**src/rtl/rx_start_seq.sv**
```systemverilog
module rx_start_seq #(
  parameter int CW     = 4,
  parameter int CLR_AT = 6,
  parameter int ALT_AT = 7
) (
  input  logic          clk,
  input  logic          rst,
  input  logic          rd_instr,
  input  logic          xmit_off,
  input  logic          data_rdy,
  output logic          cnt_en,
  output logic [CW-1:0] bit_cnt,
  output logic          tick_a,
  output logic          tick_b,
  output logic          clr_p,
  output logic          clr_n,
  output logic          txrst_n,
  output logic          start_done
);

  localparam logic [CW-1:0] CLR_V = CW'(CLR_AT);
  localparam logic [CW-1:0] ALT_V = CW'(ALT_AT);

  logic          armed;
  logic          run;
  logic          done;
  logic [CW-1:0] cnt;

  assign armed = rd_instr & xmit_off;

  always_ff @(negedge clk) begin
    if (rst || !armed) begin
      run  <= 1'b0;
      done <= 1'b0;
      cnt  <= '0;
    end else begin
      run <= 1'b1;
      if (run) cnt <= cnt + 1'b1;
      if (run && cnt == CLR_V) done <= 1'b1;
    end
  end

  assign cnt_en     = run;
  assign bit_cnt    = cnt;
  assign start_done = done;
  assign tick_a     = run & (cnt == CLR_V);
  assign tick_b     = run & (cnt == ALT_V);
  assign clr_p      = tick_a & clk & ~done & data_rdy;
  assign clr_n      = ~clr_p;
  assign txrst_n    = ~clr_p;


  cnt_step_chk: assert property (@(negedge clk) disable iff (rst)
    (cnt_en && $past(cnt_en)) |-> bit_cnt == CW'($past(bit_cnt) + 1'b1));


  done_rise_chk: assert property (@(negedge clk) disable iff (rst)
    $rose(start_done) |-> bit_cnt == ALT_V);


  tick_excl_chk: assert property (@(negedge clk) disable iff (rst)
    $onehot0({tick_a, tick_b}));


  done_needs_run_chk: assert property (@(negedge clk) disable iff (rst)
    start_done |-> cnt_en);


  drop_clear_chk: assert property (@(negedge clk) disable iff (rst)
    !rd_instr |=> (!cnt_en && bit_cnt == '0 && !start_done));

endmodule

```
**config.mk**
```make
export PLATFORM = sky130hd
export DESIGN_NAME = rx_start_seq
export DESIGN_NICKNAME = d
export VERILOG_FILES = /design/src/rtl/rx_start_seq.sv
export SDC_FILE = /design/constraint.sdc
export NUM_CORES = 1
export LEC_CHECK = 0
export BUFFER_PORTS_ARGS = -buffer_cell sky130_fd_sc_hd__buf_2
export CAP_MARGIN = 40
export CELL_PAD_IN_SITES_DETAIL_PLACEMENT = 1
export CELL_PAD_IN_SITES_GLOBAL_PLACEMENT = 2
export CORE_MARGIN = 2
export CORE_UTILIZATION = 23
export CTS_CLUSTER_DIAMETER = 60
export DETAILED_ROUTE_END_ITERATION = 8
export PLACE_DENSITY_LB_ADDON = 0.1
export SYNTH_ARGS = -nofsm -noshare
export SYNTH_HDL_FRONTEND = slang
export SYNTH_SLANG_ARGS = --single-unit
```
**constraint.sdc**
```tcl
create_clock -name clk -period 1.6 [get_ports clk]
set_input_delay 0 -clock clk [delete_from_list [all_inputs] [get_ports clk]]
set_output_delay 0 -clock clk [all_outputs]
set_load 0.02 [all_outputs]
```
Yosys cells after proc, flatten, opt, wreduce, memory -nomap -nowiden:

Cells that the tools add are included.
W data, S select, Z words.

* register bits after elaboration: 6
* logic and storage cells: 18
* output and inout bits: 11
* bits of input ports: 5

* bitwise operators: 8
* add/sub/neg operators: 1
* equality and inequality tests: 2
* mux-type cells: 1
* reduce and logical (&&, ||, !) cells: 3

Operators by type and width (number)
* $eq A4 B3 Y1 const B: 2
* $and A1 B1 Y1: 6
* $add A4 B1 Y4 const B: 1
* $not A1 Y1: 2
* $logic_and A1 B1 Y1: 1
* $logic_not A1 Y1: 1
* $logic_or A1 B1 Y1: 1
* $mux W1: 1

Depth between registers and ports, before layout:

* depth after elaboration: 6
* gate-level depth with buffers: 5
* mapped depth without buffers: 4

==> flow_summary.yaml <==
status:
  status: "finished with violations"
  failed_checks: "setup timing"
grt:
  grt_pass1_wl_um: 2300
  grt_usage_pct: 22.0
  antenna_found_initial: 0
  grt-ovfl-total: 0
  grt_max_degree: 9
  grt_pass1_vias: 558
setup_path:
  r2r_end: "bit_cnt[2]"
  reg2reg_depth: 6
  crit_fanout: 2
  critical_path_required_ps: 1600
  path_class: "flop to output pin"
  worst_path_largest_cell_delay_ps: 350
  crit_path_end_kind: "output pin"
  path_cells: "inv_2 -> ha_4 -> nand4b_4 -> or3_4 -> buf_4 -> buf_6"
  cp_top_family: "simple AND/OR/NAND/NOR gates"
  critPathLaunchType: "flop"
  worstPathArrival_ps: 2450
  timing.rr.start: "bit_cnt[1]"
  crit_buf_inv: 3
  r2r_slack_ps: 320
  timing.critical_path.to: "txrst_n"
  crit_start: "bit_cnt[0]"
  cp_num_cells: 6
  slowest_stage: "or3_4"
power_and_ir_drop:
  seq_power_share_pct: 24.3
  cellLeakagePower_nw: 0.415
  clkPwrFrac_pct: 71.0
  peakVddDrop_v: 0.000347
  internal_power_mw: 0.436
  swShare_pct: 29.4
  combPwrFrac_pct: 4.7
  switchingPower_mw: 0.181
  powerDensity_nw_per_um2: 784
  fin_total_pwr_mw: 0.617
clock_tree:
  tritoncts: "done"
  insertion_delay_ps: 430
  hold_buffers: 0
  clk_pin_slew_ps: 30
place:
  gp_congestion: 0.761
  portBuffers: 15
  dp.final_hpwl_um: 646
  dpl.cell_count: 70
cells_and_area:
  drive_gt1_share_pct: 73.1
  nets: 86
  nFillCells: 159
  diodes: 0
  stdcell_count: 93
  areaGrowthSynthToFinish_pct: 140
synth:
  synth.most_common_cell: "dfxtp_1"
  syn-instance-count: 33
  synth_area_leaders: "dfxtp_1, ha_1, nand4b_4, inv_1, nand3b_1"
  async_reset_ff_share_pct: 0
  yosys_warnings: 0
  synth-simple-area-share_pct: 30.2
  synth_area_um2: 328
  synth_top_family_by_area: "simple AND/OR/NAND/NOR gates"
  yosysSeqAreaShare_pct: 36.6
  synth_compound_area_share_pct: 8.40
  synth_xor_area_share_pct: 2.67
  yosysTopAreaCellShare_pct: 36.6
  synthAdderAreaFrac_pct: 7.63
  synth.distinct_cells: 20
  avgSynthCellArea_um2: 9.93
  synth-seq-cells: 6
  synth_top_cell_by_area: "dfxtp_1"
  synthTopCellsByCount: "dfxtp_1, inv_1"
  muxShareOfSynthArea_pct: 3.05
  synth_ff_type: "dfxtp_1"
  syn_nets: 40
  synth-edff-count: 0
floorplan:
  fp.dieW_um: 41.8
  core-area_um2: 1320
  start_util_pct: 24.9
  dieHeight_um: 41.8
  ioPinCount: 16
  die-area_um2: 1740
  rows: 13
sta:
  maxSlewViolCount: 0
  setup_ws_ps: -845
  setup_viol: 15
  fin_tns_setup_ps: -5250
  slew_headroom_pct: 88.7
  skew_ps: 13.2
  rsz0062_at_grt: "yes"
  tightest_slew_ps: 168
  hold_violations: 0
flow_run:
  drv_cap: 0
hold_path:
  hp-class: "primary input to output pin"
  hold_depth: 6
detailed_routing:
  drt_iter0_markers: 14
  wire_per_inst_um: 14.4
  wirelength_um: 1340
  antenna_left: 0
  drc_errors: 0
  num_vias: 430
  drt_pre_antenna_iters: 4
  via_per_inst: 4.62
-- worst min path at each step --
stage,startpoint,to,slack (ps)
floorplan,data_rdy,clr_p,160
global placement,clk,clr_p,320
detailed placement,clk,clr_p,320
CTS,data_rdy,clr_p,560
global route,data_rdy,clr_p,600
finish,data_rdy,clr_p,550
-- tightest hold or removal path, delay by kind of cell --
family                 cells  cell delay, ps
and+or+nand+nor            2              90
buffers and inverters      4             460
-- power groups by stage --
stage	Sequential, mW	Combinational [mW]	Clock, mW
after global placement	0.153	0.0224	0.0356
final	0.150	0.0292	0.438
after global routing	0.149	0.0322	0.512
after detailed placement	0.153	0.0233	0.0356
after floorplan	0.155	0.0101	0.0356
after CTS	0.151	0.0295	0.462
-- timing repair --
action | in CTS | in global routing
gates resized for setup | 40 | 8
setup endpoints to repair | 15 | 15
cloned | 0 | 0
pin swaps | 2 | 2
setup buffers | 8 | 5
-- registers in the layout, summed over array words and instances (netlist names) --
register,cells
bit_cnt,4
cnt_en,1
start_done,1
-- per-layer routing --
layer	share of wire [%]	track usage, %
met1	35	14.5
met3	5.9	20.4
met5	0	0
met2	56	27.5
met4	2.8	36.1
-- cell families after synthesis --
logic type	Yosys count
AOI/OAI and AO/OA	4
xor gates and xnor gates	1
adders and majority gates	2
buffers and inverters	7
DFF	6
muxes	1
and+or+nand+nor	12
-- cell type report --
type / count / area [um2] / area share, %
Timing Repair Buffer: 27 / 256 / 32.6
Multi-Input combinational cell: 20 / 213 / 27.0
Sequential cell: 6 / 135 / 17.2
Clock buffer: 15 / 126 / 16.1
Clock inverter: 6 / 22.5 / 2.86
Tap cell: 15 / 18.8 / 2.38
Inverter: 4 / 15.0 / 1.91
-- placed cells by master (no fill, tap or decap) --
cell type / instances
buf_6: 20
buf_4: 9
inv_1: 8
clkbuf_4: 7
buf_2: 4
dfxtp_4: 3
dfxtp_2: 3
nand3b_1: 2
a21oi_1: 2
inv_2: 2
nor2_1: 2
ha_4: 2
nand4bb_1: 1
nand4b_1: 1
nand4_1: 1
mux2i_1: 1
nand4b_4: 1
a211oi_1: 1
a21bo_2: 1
and4b_2: 1
nand2_4: 1
nor3_2: 1
or3_4: 1
xnor2_1: 1
clkbuf_8: 1
clkbuf_1: 1
-- through the flow --
step | util [%] | cell area, um2 | hold WS (ps) | setup WS (ps)
2_1_floorplan | - | 359 | 158 | -378
3_3_place_gp | 37.8 | 498 | 321 | -269
3_5_place_dp | 37.8 | 498 | 321 | -272
4_1_cts | 59.5 | 785 | 562 | -846
5_1_grt | 59.7 | 787 | 595 | -924
6_report | 59.7 | 787 | 550 | -845
Note: power is estimated with default switching activity, not from simulation.
